===== config.mk =====
export PLATFORM = sky130hd
export DESIGN_NAME = fpcp_decoder
export DESIGN_NICKNAME = d
export VERILOG_FILES = /design/src/rtl/fpcp_decoder_pkg.sv /design/src/rtl/fpcp_arith_map.sv /design/src/rtl/fpcp_gen_dec.sv /design/src/rtl/fpcp_cond_dec.sv /design/src/rtl/fpcp_decoder.sv
export SDC_FILE = /design/constraint.sdc
export NUM_CORES = 1
export LEC_CHECK = 0
export BUFFER_PORTS_ARGS = -buffer_cell sky130_fd_sc_hd__buf_2
export CAP_MARGIN = 30
export CORE_MARGIN = 1.5
export CORE_UTILIZATION = 45
export CTS_CLUSTER_DIAMETER = 80
export DETAILED_ROUTE_END_ITERATION = 10
export PLACE_DENSITY = 0.74
export SYNTH_ARGS = -nofsm -noshare
export SYNTH_HDL_FRONTEND = slang
export SYNTH_SLANG_ARGS = --single-unit

===== constraint.sdc =====
create_clock -name clk_i -period 1.15 [get_ports clk_i]
set_input_delay 0.115 -clock clk_i [delete_from_list [all_inputs] [get_ports clk_i]]
set_output_delay 0.115 -clock clk_i [all_outputs]
set_load 0.01 [all_outputs]

===== src/rtl/fpcp_decoder_pkg.sv =====
package fpcp_decoder_pkg;
  localparam int unsigned WORD_W = 16;
  localparam int unsigned OP_W   = 7;
  localparam int unsigned LEN_W  = 4;
  localparam int unsigned DISP_W = 32;

  typedef enum logic [3:0] {
    K_NONE      = 4'd0,
    K_MOVE_DATA = 4'd1,
    K_MOVE_CTRL = 4'd2,
    K_STORE     = 4'd3,
    K_CONST     = 4'd4,
    K_SCALE     = 4'd5,
    K_ARITH     = 4'd6,
    K_SETCC     = 4'd7,
    K_DECBR     = 4'd8,
    K_TRAP      = 4'd9,
    K_BRANCH    = 4'd10
  } kind_e;

  localparam logic [OP_W-1:0] OP_ADD    = 7'h22;
  localparam logic [OP_W-1:0] OP_SUB    = 7'h28;
  localparam logic [OP_W-1:0] OP_SINCOS = 7'h30;
  localparam logic [OP_W-1:0] OP_CMP    = 7'h38;
  localparam logic [OP_W-1:0] OP_TST    = 7'h3A;

  typedef struct packed {
    kind_e             kind;
    logic              illegal;
    logic [OP_W-1:0]   op;
    logic              neg;
    logic              discard;
    logic [2:0]        aux;
    logic [LEN_W-1:0]  len;
    logic [DISP_W-1:0] disp;
  } dec_t;

  function automatic logic [DISP_W-1:0] sext16(input logic [WORD_W-1:0] w);
    return {{(DISP_W-WORD_W){w[WORD_W-1]}}, w};
  endfunction
endpackage


===== src/rtl/fpcp_arith_map.sv =====
module fpcp_arith_map
  import fpcp_decoder_pkg::*;
(
  input  logic [OP_W-1:0] code_i,
  output logic            legal_o,
  output logic [OP_W-1:0] op_o,
  output logic            neg_o,
  output logic            discard_o,
  output logic [2:0]      aux_o
);
  always_comb begin
    legal_o   = 1'b1;
    op_o      = code_i;
    neg_o     = 1'b0;
    discard_o = 1'b0;
    aux_o     = 3'd0;
    case (code_i) inside
      7'h05, 7'h07, 7'h0B, 7'h13, 7'h17, 7'h1B, 7'h26, 7'h29, 7'h39,
      [7'h2A:7'h2F], [7'h3B:7'h7F]: legal_o = 1'b0;
      OP_SUB: begin
        op_o  = OP_ADD;
        neg_o = 1'b1;
      end
      [7'h30:7'h37]: begin
        op_o  = OP_SINCOS;
        aux_o = code_i[2:0];
      end
      OP_CMP, OP_TST: discard_o = 1'b1;
      default: ;
    endcase
  end
endmodule


===== src/rtl/fpcp_gen_dec.sv =====
module fpcp_gen_dec
  import fpcp_decoder_pkg::*;
(
  input  logic [WORD_W-1:0] ext1_i,
  output dec_t              dec_o
);
  logic            a_legal;
  logic [OP_W-1:0] a_op;
  logic            a_neg;
  logic            a_disc;
  logic [2:0]      a_aux;

  fpcp_arith_map i_arith (
    .code_i   (ext1_i[OP_W-1:0]),
    .legal_o  (a_legal),
    .op_o     (a_op),
    .neg_o    (a_neg),
    .discard_o(a_disc),
    .aux_o    (a_aux)
  );

  always_comb begin
    dec_o     = '0;
    dec_o.len = LEN_W'(4);
    if (ext1_i[15]) begin
      dec_o.kind = ext1_i[14] ? K_MOVE_DATA : K_MOVE_CTRL;
    end else if ((ext1_i & 16'hE000) == 16'h6000) begin
      dec_o.kind = K_STORE;
    end else if ((ext1_i & 16'hFC00) == 16'h5C00) begin
      dec_o.kind = K_CONST;
    end else if ((ext1_i & 16'hA07F) == 16'h0026) begin
      dec_o.kind = K_SCALE;
    end else begin
      dec_o.kind    = K_ARITH;
      dec_o.illegal = !a_legal;
      dec_o.op      = a_op;
      dec_o.neg     = a_neg;
      dec_o.discard = a_disc;
      dec_o.aux     = a_aux;
    end
  end
endmodule


===== src/rtl/fpcp_cond_dec.sv =====
module fpcp_cond_dec
  import fpcp_decoder_pkg::*;
(
  input  logic [5:0]        mode_i,
  input  logic [WORD_W-1:0] ext2_i,
  output dec_t              dec_o
);
  logic [2:0] mode;
  logic [2:0] low;
  assign mode = mode_i[5:3];
  assign low  = mode_i[2:0];

  always_comb begin
    dec_o      = '0;
    dec_o.kind = K_SETCC;
    dec_o.len  = LEN_W'(4);
    if (mode == 3'b001) begin
      dec_o.kind = K_DECBR;
      dec_o.len  = LEN_W'(6);
      dec_o.disp = sext16(ext2_i);
    end else if (mode == 3'b111 && low >= 3'd2) begin
      dec_o.kind = K_TRAP;
      case (low)
        3'd2:    dec_o.len = LEN_W'(6);
        3'd3:    dec_o.len = LEN_W'(8);
        3'd4:    dec_o.len = LEN_W'(4);
        default: dec_o.illegal = 1'b1;
      endcase
    end
  end
endmodule


===== src/rtl/fpcp_decoder.sv =====
module fpcp_decoder
  import fpcp_decoder_pkg::*;
(
  input  logic              clk_i,
  input  logic              rst_ni,
  input  logic              valid_i,
  input  logic [WORD_W-1:0] opcode_i,
  input  logic [WORD_W-1:0] ext1_i,
  input  logic [WORD_W-1:0] ext2_i,
  output logic [3:0]        kind_o,
  output logic              illegal_o,
  output logic [OP_W-1:0]   op_o,
  output logic              neg_o,
  output logic              discard_o,
  output logic [2:0]        aux_o,
  output logic [LEN_W-1:0]  len_o,
  output logic [DISP_W-1:0] disp_o
);
  dec_t gen_d, cond_d, br_d, sel_d, q;
  logic hdr_ok;

  fpcp_gen_dec i_gen (
    .ext1_i(ext1_i),
    .dec_o (gen_d)
  );

  fpcp_cond_dec i_cond (
    .mode_i(opcode_i[5:0]),
    .ext2_i(ext2_i),
    .dec_o (cond_d)
  );

  // branch: bit 6 picks long displacement
  always_comb begin
    br_d      = '0;
    br_d.kind = K_BRANCH;
    if (opcode_i[6]) begin
      br_d.len  = LEN_W'(6);
      br_d.disp = {ext1_i, ext2_i};
    end else begin
      br_d.len  = LEN_W'(4);
      br_d.disp = sext16(ext1_i);
    end
  end

  assign hdr_ok = (opcode_i[15:12] == 4'hF) && (opcode_i[11:9] == 3'b001);

  always_comb begin
    case (opcode_i[8:6])
      3'b000:         sel_d = gen_d;
      3'b001:         sel_d = cond_d;
      3'b010, 3'b011: sel_d = br_d;
      default: begin
        sel_d         = '0;
        sel_d.illegal = 1'b1;
      end
    endcase
    if (!hdr_ok) sel_d.illegal = 1'b1;
    if (sel_d.illegal) begin
      sel_d         = '0;
      sel_d.illegal = 1'b1;
    end
  end

  always_ff @(posedge clk_i or negedge rst_ni) begin
    if (!rst_ni)      q <= '0;
    else if (valid_i) q <= sel_d;
  end

  assign kind_o    = q.kind;
  assign illegal_o = q.illegal;
  assign op_o      = q.op;
  assign neg_o     = q.neg;
  assign discard_o = q.discard;
  assign aux_o     = q.aux;
  assign len_o     = q.len;
  assign disp_o    = q.disp;


  hold_chk: assert property (@(posedge clk_i) disable iff (!rst_ni)
    !valid_i |=> $stable(kind_o) && $stable(illegal_o) && $stable(len_o) && $stable(disp_o));

  neutral_chk: assert property (@(posedge clk_i) disable iff (!rst_ni)
    illegal_o |-> kind_o == 4'd0 && op_o == '0 && len_o == '0 && disp_o == '0 && !discard_o);

  hdr_chk: assert property (@(posedge clk_i) disable iff (!rst_ni)
    valid_i && opcode_i[15:12] != 4'hF |=> illegal_o);

  discard_chk: assert property (@(posedge clk_i) disable iff (!rst_ni)
    discard_o |-> kind_o == 4'd6 && (op_o == OP_CMP || op_o == OP_TST));

  neg_chk: assert property (@(posedge clk_i) disable iff (!rst_ni)
    neg_o |-> kind_o == 4'd6 && op_o == OP_ADD);

  long_br_chk: assert property (@(posedge clk_i) disable iff (!rst_ni)
    valid_i && opcode_i[15:6] == 10'b1111_001_011 |=>
      kind_o == 4'd10 && len_o == 4'd6 && disp_o == $past({ext1_i, ext2_i}));
endmodule


=== Word level (Yosys, flattened, before mapping) ===
Cells that the tools add are included.
W data, S select, Z words.

* Register bits: 53
* Output and inout port bits: 53
* Logic and storage cells: 83

* Magnitude comparators: 7
* Equal/unequal tests: 25
* Multiplexer cells: 33
* Reductions and logical operators: 10

{| class="wikitable"
|+ Operators with widths
! operator !! number
|-
| $pmux W53 S3 || 1
|-
| $mux W53 || 1
|-
| $mux W13 || 4
|-
| $eq A7 B6 Y1 const B || 6
|-
| $mux W34 || 1
|-
| $mux W32 || 1
|-
| $mux W4 || 6
|-
| $eq A7 B5 Y1 const B || 3
|-
| $ge A7 B6 Y1 const B || 3
|-
| $mux W7 || 3
|-
| $eq A3 B2 Y1 const B || 5
|-
| $eq A7 B3 Y1 const B || 2
|-
| $le A7 B6 Y1 const B || 2
|-
| $reduce_or A11 Y1 || 1
|-
| $eq A3 B1 Y1 const B || 3
|-
| $eq A9 B6 Y1 const B || 1
|-
| $mux W1 || 9
|-
| $mux W3 || 3
|-
| $pmux W4 S2 || 1
|-
| $eq A7 B4 Y1 const B || 1
|-
| $le A7 B7 Y1 const B || 1
|-
| $eq A3 B3 Y1 const B || 2
|-
| $eq A6 B5 Y1 const B || 1
|-
| $logic_and A1 B1 Y1 || 5
|-
| other kinds (7) || 9
|}

=== Longest topological paths before layout ===
Gate-level depths: netlist (run 1).

* Word-level depth: 13
* Gate-level depth with buffers: 7
* Mapped depth without buffers: 5

=== Hierarchy ===
From an unflattened synthesis (run 1), not the netlist that was laid out.

* Cells, all modules: 488
* Area total of the unflattened synthesis: 4458.0 µm²

{| class="wikitable"
|+ By module, submodules not included
! module !! times used !! cells an instance !! area an instance (µm²)
|-
| fpcp_decoder || 1 || 321 || 3353.2
|-
| fpcp_gen_dec || 1 || 76 || 495.5
|-
| fpcp_cond_dec || 1 || 61 || 442.9
|-
| fpcp_arith_map || 1 || 30 || 166.4
|}

=== Worst setup path after synthesis (run 1) ===
Ideal clock, no wire load.

* Path kind: in2reg
* Start point: in ext1_i[1]
* End point: reg q, in the netlist op_o[0]
* Data arrival time: 1329 ps
* Data required time: 1049 ps
* Setup slack: -280 ps
* Stages on the path: 7
* Buffers on the path: 2
* Path through: clkbuf_1 > nor2b_1 > and4b_1 > a21oi_1 > nand4b_2 > buf_6 > o32ai_1

* Cells in the longest elaborated chain, start to end: 11

{| class="wikitable"
|+ RTL lines
! element !! line !! text
|-
| start: declaration || fpcp_decoder.sv:8 || <nowiki>input logic [WORD_W-1:0] ext1_i,</nowiki>
|-
| $ge A7 B6 Y1 (no line) / $le A7 B6 Y1 (equally long branches) || n/a ||
|-
| $logic_and A1 B1 Y1 (no line) || n/a ||
|-
| $mux W7 (3 in a row) || fpcp_arith_map.sv:17 || <nowiki>case (code_i) inside</nowiki>
|-
| $mux W13 * || fpcp_gen_dec.sv:31 || <nowiki>end else if ((ext1_i & 16'hA07F) == 16'h0026) begin</nowiki>
|-
| $mux W13 * || fpcp_gen_dec.sv:29 || <nowiki>end else if ((ext1_i & 16'hFC00) == 16'h5C00) begin</nowiki>
|-
| $mux W13 * || fpcp_gen_dec.sv:27 || <nowiki>end else if ((ext1_i & 16'hE000) == 16'h6000) begin</nowiki>
|-
| $mux W13 * || fpcp_gen_dec.sv:25 || <nowiki>if (ext1_i[15]) begin</nowiki>
|-
| $pmux W53 S3 * || fpcp_decoder.sv:49 || <nowiki>case (opcode_i[8:6])</nowiki>
|-
| $mux W53 * || fpcp_decoder.sv:59 || <nowiki>if (sel_d.illegal) begin</nowiki>
|-
| end signal: assignment || fpcp_decoder.sv:67 || <nowiki>else if (valid_i) q <= sel_d;</nowiki>
|-
| end: declaration || fpcp_decoder.sv:19 || <nowiki>dec_t gen_d, cond_d, br_d, sel_d, q;</nowiki>
|}

Every way passes the cells marked *; elsewhere a longest branch is shown, timed or not.
A chain may end at the register's enable or synchronous reset.

=== Final worst setup path (run 1) ===
* Start point: in ext1_i[14]
* End point: reg q, in the netlist kind_o[2]

* Cells in the longest elaborated chain, start to end: 7

{| class="wikitable"
|+ RTL lines
! element !! line !! text
|-
| $eq A6 B5 Y1 || fpcp_gen_dec.sv:29 ||
|-
| $mux W13 || fpcp_gen_dec.sv:29 ||
|-
| $mux W13 || fpcp_gen_dec.sv:27 ||
|-
| $mux W13 || fpcp_gen_dec.sv:25 ||
|-
| $pmux W53 S3 * || fpcp_decoder.sv:49 ||
|-
| $mux W1 || fpcp_decoder.sv:58 || <nowiki>if (!hdr_ok) sel_d.illegal = 1'b1;</nowiki>
|-
| $mux W53 * || fpcp_decoder.sv:59 ||
|}

Marked as above.

==> flow_summary.yaml, run 1 <==
run_status:
  status: "finished with violations"
  violations: "negative setup slack"
logic_synthesis:
  synth_flop_cell: "dfrtp_1"
  synth_edf_count: 0
  yosys-top-cells-area: "dfrtp_1, o22ai_1, inv_1"
  synth_warnings: 0
  yosysUniqueCellTypes: 48
  synth-seq-cells: 52
  synthArstFlopShare_pct: 100
  synth-seq-area-share_pct: 48.0
  synth_area_um2: 2710
  yosysTopAreaCellShare_pct: 48.0
  netlist_instances: 310
  syn_avg_cell_area_um2: 8.75
  synth_top_area_cell: "dfrtp_1"
  syn-num-nets: 361
floorplanning:
  dieHeight_um: 80.6
  dieArea_um2: 6500
  io_pins: 104
  chipWidth_um: 80.6
  core_um2: 5890
  initial_core_util_pct: 46.1
  row_count: 28
timing:
  hold_viol_final: 0
  finClkSkew_ns: 0
  worst_slew_pin_slew_ns: 0.559
  final_max_slew_viol_count: 0
  tns_ns: -0.801
  final.min_clock_period_ns: 1.23
  timing.slew.headroom_pct: 62.7
  fmax_mhz: 813
  setup_viol: 18
  layout_setup_ws_ns: -0.0802
  period_share_pct: 107
  rsz0062_at_grt: "true"
worst_setup_path:
  slowest_delay_ns: 0.46
  endpoint_kind: "flop"
  cpMaxStageDelayCell: "o311ai_1"
  worstPathCellList: "buf_2 > nand4_1 > o311ai_1 > a21oi_4 > a21boi_4 > o32ai_1"
  crit_arrival_ns: 1.44
  criticalPathCategory: "in -> reg"
  cp_max_fo: 4
  cp.required_ns: 1.36
  setup.worst_path.start_class: "input port"
power:
  power_density_nw_per_um2: 936
  switchingPower_mw: 0.955
  peakVddDrop_v: 0.000588
  p_int_mw: 2.81
  p_total_mw: 3.76
  power_frac_seq_pct: 48.6
  combPwrFrac_pct: 16.2
  clock_power_share_pct: 35.3
  leakagePower_nw: 1.98
  swShare_pct: 25.4
cts:
  cts_tree: "yes"
  cts.path.max_buffers: 2
  cts_sinks: 52
  clkSlewWorstSetupHoldPaths_ns: 0.09
  numCtsBuffers: 5
  clk-insertion-delay-late_ns: 0.31
  h-tree-depth: 2
  cts_root_buf: "clkbuf_8"
detailed_routing:
  wl_met3_um: 587
  post_drt_wl_per_cell_um: 16.0
  wl_met2_um: 4230
  firstDrtPassIters: 4
  vias: 2896
  drt.antenna.violating_nets: 0
  highest_layer: "met4"
  vias_per_cell: 5.46
  wl_um: 8460
  drt-initial-drc-count: 242
  routedLengthMet1_um: 3510
  drc: 0
worst_hold_path:
  hp-class: "in -> reg"
global_route:
  overflow: 0
  grt_max_degree: 53
  first_global_vias: 2690
  grt.total_usage_pct: 25.5
  antenna_found_initial: 0
  grt_pass1_wl_um: 12700
job:
  cap_viol_max_count: 0
layout:
  multiInputGateArea_um2: 1280
  seqCellArea_um2: 1300
  antenna-diode-count: 0
  drive_above_1_share_pct: 43.1
  fill_cells: 479
  final_area_um2: 4020
  syn2layout_area_growth_pct: 48.4
  nets: 505
  finalCoreUtilization_pct: 68.4
place:
  placed_area_um2: 3670
  place_hpwl_um: 5850
  gp_congestion: 0.867
  io_buffer_count: 102
==> area by class of cell <==
class | count | share of cell area [%]
clock inverter | 2 | 0.964
timing repair buffer | 160 | 25.4
multi-input combinational | 181 | 31.9
tap | 75 | 2.33
sequential | 52 | 32.3
clock buffer | 6 | 2.05
inverter | 54 | 5.04
==> registers in the layout (all words and copies together), names as in the netlist <==
signal,flops
disp_o,32
op_o,7
kind_o,4
aux_o,3
len_o,3
discard_o,1
illegal_o,1
neg_o,1
==> cells in the mapped netlist (2+ instances only) <==
cell       n
o21ai_0    7
nor2b_1    7
o31ai_1    2
nor4_1     3
inv_1     52
o32ai_1    7
a22oi_1   16
clkbuf_1  10
nand2b_1   2
a21oi_1   23
inv_2      2
nand2_1   30
dfrtp_1   52
o22ai_1   42
nor3_1     2
o211ai_1   3
buf_2     11
nor2_1     7
nand3_1    3
==> cell usage in the layout (no fill, tap or decap), types with 2 or more instances in the layout <==
master and n:
nand3_1 3, o22ai_1 39, nor2_1 7, a22oi_1 16, nor3_2 2, buf_6 6
nand2_1 30, buf_2 98, o32ai_1 3, nand2b_1 2, a21oi_1 22, nor3b_2 2
o22ai_2 3, dfrtp_1 52, inv_1 52, clkbuf_8 6, o211ai_1 3, buf_12 2
buf_8 2, o32ai_2 4, o21ai_0 7, inv_2 2, nand4b_4 2, nor2b_1 7
buf_4 51
==> power by group through the flow <==
stage	Sequential (mW)	Clock (mW)	Combinational (mW)
floorplan	1.87	0	0.238
global placement	1.87	0	0.547
detailed placement	1.87	0	0.557
CTS	1.83	1.33	0.569
global route	1.83	1.44	0.663
finish	1.83	1.33	0.608
==> kinds of logic (layout without fill, tap and decap cells) <==
group,after synthesis,count (layout),share of synthesized area (%)
other,1,1,0.138
DFF,52,52,48.0
AOI/OAI and AO/OA,112,112,27.0
and+or+nand+nor,67,68,13.2
buffers and inverters,78,222,11.7
==> through the flow <==
stage	hold slack, ns	instances	setup slack [ns]
3_3_place_gp	0.127	514	-0.363
3_5_place_dp	0.126	514	-0.404
5_1_grt	0.0994	530	-0.136
6_report	0.0954	530	-0.0802
4_1_cts	0.0942	526	-0.0233
2_1_floorplan	-0.181	310	-0.175
==> worst max-delay path: cells and delay by family <==
kind | cells | cell delay, ns
AO/OA/AOI/OAI | 4 | 1.04
AND/OR/NAND/NOR | 1 | 0.16
buffers and inverters | 1 | 0.13
==> per-layer routing <==
layer | global-route usage (%) | up-vias
met5 | 0 | -
met4 | 8.97 | 0
met3 | 4.55 | 12
met2 | 41.3 | 121
met1 | 34.0 | 1373
li1 | - | 1390
==> repair_timing <==
item / 4_1_cts / 5_1_grt
gates resized for setup: 6 / 25
pin swaps: 3 / 6
cloned: 0 / 1
setup buffers: 3 / 3
hold endpoints to repair: 52 / 0
hold buffers: 1 / 0
setup endpoints to repair: 35 / 43
==> path summary, 6_finish.rpt <==
| check | startpoint | to | slack, ns | cells past startpoint |
|---|---|---|---|---|
| worst max register to register | illegal_o$_DFFE_PN0P_ | illegal_o$_DFFE_PN0P_ | 0.44 | 1 |
| worst max-delay path | ext1_i[14] | kind_o[2]$_DFFE_PN0P_ | -0.08 | 6 |
| max in group asynchronous | rst_ni | disp_o[12]$_DFFE_PN0P_ | 0.60 | 3 |
| worst min-delay path | ext2_i[10] | disp_o[10]$_DFFE_PN0P_ | 0.1 | 3 |
| worst min register to register | disp_o[22]$_DFFE_PN0P_ | disp_o[22]$_DFFE_PN0P_ | 0.53 | 2 |
| min in group asynchronous | rst_ni | neg_o$_DFFE_PN0P_ | 0.31 | 3 |
Power figures use the tool's default switching activity.
==> run 2: changes to the inputs <==
--- a/config.mk
+++ b/config.mk
@@ -15,3 +15,4 @@
 export SYNTH_ARGS = -nofsm -noshare
 export SYNTH_HDL_FRONTEND = slang
 export SYNTH_SLANG_ARGS = --single-unit
+export TNS_END_PERCENT = 50
==> run 2 against run 1 <==
The flow still finishes with violations (negative setup slack). Sequential power barely moved. Cell count rose by 0.57%. Sequential share of layout area fell by 0.36 points. Combinational power rose by 3.5%. Cell area rose by 1.1%. Non-clock buffer count rose by 3.
==> flow_summary.yaml, run 2 (synthesis gave the netlist of run 1 again) <==
run_status:
  status: "finished with violations"
  violations: "negative setup slack"
cts:
  h-tree-depth: 2
  numCtsBuffers: 5
  cts_tree: "yes"
  cts.path.max_buffers: 2
  cts_sinks: 52
  cts_root_buf: "clkbuf_8"
  clk-insertion-delay-late_ns: 0.32
  clkSlewWorstSetupHoldPaths_ns: 0.09
worst_setup_path:
  worstPathCellList: "buf_8 > inv_4 > or3_4 > buf_6 > nor3_4 > clkbuf_16 > a21oi_1 > o22ai_1"
  crit_arrival_ns: 1.40
  cp.required_ns: 1.38
  cpMaxStageDelayCell: "or3_4"
  critPathTopFamily: "simple AND/OR/NAND/NOR gates"
  slowest_delay_ns: 0.40
  cp_max_fo: 8
  path_buf_inv: 4
  endpoint_kind: "flop"
  criticalPathCategory: "in -> reg"
  setup.worst_path.start_class: "input port"
  r2r_setup_slack_ns: 0.45
timing:
  rsz0062_at_grt: "true"
  finClkSkew_ns: 0
  tns_ns: -0.0509
  timing.slew.headroom_pct: 63.5
  hold_ws_ns: 0.0910
  final.min_clock_period_ns: 1.17
  worst_slew_pin_slew_ns: 0.547
  final_max_slew_viol_count: 0
  period_share_pct: 102
  fmax_mhz: 853
  hold_viol_final: 0
  layout_setup_ws_ns: -0.0223
  setup_viol: 4
detailed_routing:
  post_drt_wl_per_cell_um: 15.1
  firstDrtPassIters: 4
  drc: 0
  drt.antenna.violating_nets: 0
  vias_per_cell: 5.37
  drt-initial-drc-count: 200
  vias: 2864
  wl_um: 8060
power:
  p_total_mw: 3.58
  power_density_nw_per_um2: 880
  peakVddDrop_v: 0.000590
  leakagePower_nw: 1.99
place:
  gp_congestion: 0.920
  place_hpwl_um: 5780
  dp.cells: 517
  io_buffer_count: 102
  pre_cts_ws_ns: -0.400
floorplanning:
  io_pins: 104
  dieHeight_um: 80.6
  row_count: 28
  core_um2: 5890
  chipWidth_um: 80.6
  initial_core_util_pct: 46.1
  dieArea_um2: 6500
worst_hold_path:
  hp-class: "in -> reg"
layout:
  most-common-layout-cells: "buf_2, buf_4, inv_1, dfrtp_1, o22ai_1"
  drive_above_1_share_pct: 44.3
  antenna-diode-count: 0
  final_cell_count_no_fill: 533
  final_common_cell: "buf_2"
  syn2layout_area_growth_pct: 50.1
  nets: 508
  largest_reg_flops: 32
global_route:
  grt_pass1_wl_um: 12800
  overflow: 0
  first_global_vias: 2699
  antenna_found_initial: 0
  grt.total_usage_pct: 25.5
  grt_max_degree: 53
job:
  cap_viol_max_count: 0
run 2: cell count changes in the layout (fill, tap and decap cells not counted), moves of 2 or more:
| cell | before | now |
|---|---|---|
| a21oi_1 | 22 | 19 |
| buf_4 | 51 | 54 |
| buf_12 | 2 | 4 |
| clkinvlp_4 | 0 | 2 |
| nor2_1 | 7 | 5 |
| a21oi_2 | 0 | 4 |
| nor2_2 | 0 | 2 |
run 2: cell type report:
class,instances,area [um^2]
multi-input combinational,181,1290
sequential,52,1300
tap,75,93.8
timing repair buffer,163,1080
clock inverter,2,15.0
inverter,54,205
fill,470,1820
clock buffer,6,82.6
run 2: final timing paths:
| check | start | end | depth (start not counted) |
|---|---|---|---|
| setup / recovery | opcode_i[6] | disp_o[22]$_DFFE_PN0P_ | 8 |
| hold / removal | ext2_i[3] | disp_o[3]$_DFFE_PN0P_ | 3 |
| setup reg to reg | len_o[3]$_DFFE_PN0P_ | len_o[3]$_DFFE_PN0P_ | 2 |
| hold reg to reg | op_o[6]$_DFFE_PN0P_ | op_o[6]$_DFFE_PN0P_ | 1 |
| max in group asynchronous | rst_ni | disp_o[10]$_DFFE_PN0P_ | 3 |
| min in group asynchronous | rst_ni | op_o[3]$_DFFE_PN0P_ | 3 |
run 2: worst reg2reg max path, cell delays in order (launching register included):
cell and delay, ns:
dfrtp_1 0.39, nand2b_1 0.12, o41ai_4 0.08
run 2: where the power goes:
group	internal, mW	switching (mW)	leakage (nW)
registers	1.83	0.000735	0.722
logic	0.291	0.338	1.22
clock network	0.489	0.635	0.0434
run 2: metal layers:
metal | part of all wire [%] | up-vias | routed length (um) | GRT usage [%]
li1 | - | 1392 | - | -
met1 | 44 | 1368 | 3510 | 34.3
met2 | 50 | 92 | 4010 | 41.9
met3 | 5.3 | 12 | 429 | 4.77
met4 | 1.4 | 0 | 112 | 6.90
met5 | 0 | - | 0 | 0
run 2: metrics by stage:
| stage | area [um^2] | util (%) |
|---|---|---|
| detailed placement | 3710 | 63.0 |
| floorplan | 2800 | - |
| CTS | 3920 | 66.6 |
| global route | 4070 | 69.1 |
| finish | 4070 | 69.1 |
| global placement | 3710 | 63.0 |
run 2: repair_timing:
item                                    4_1_cts  5_1_grt
endpoints found under the setup margin        8       34
endpoints found under the hold margin        52        0
pin swaps                                    11        6
cloned                                        1        1
hold buffers                                  1        0
resized for setup                            15       20
setup buffers                                 1        4
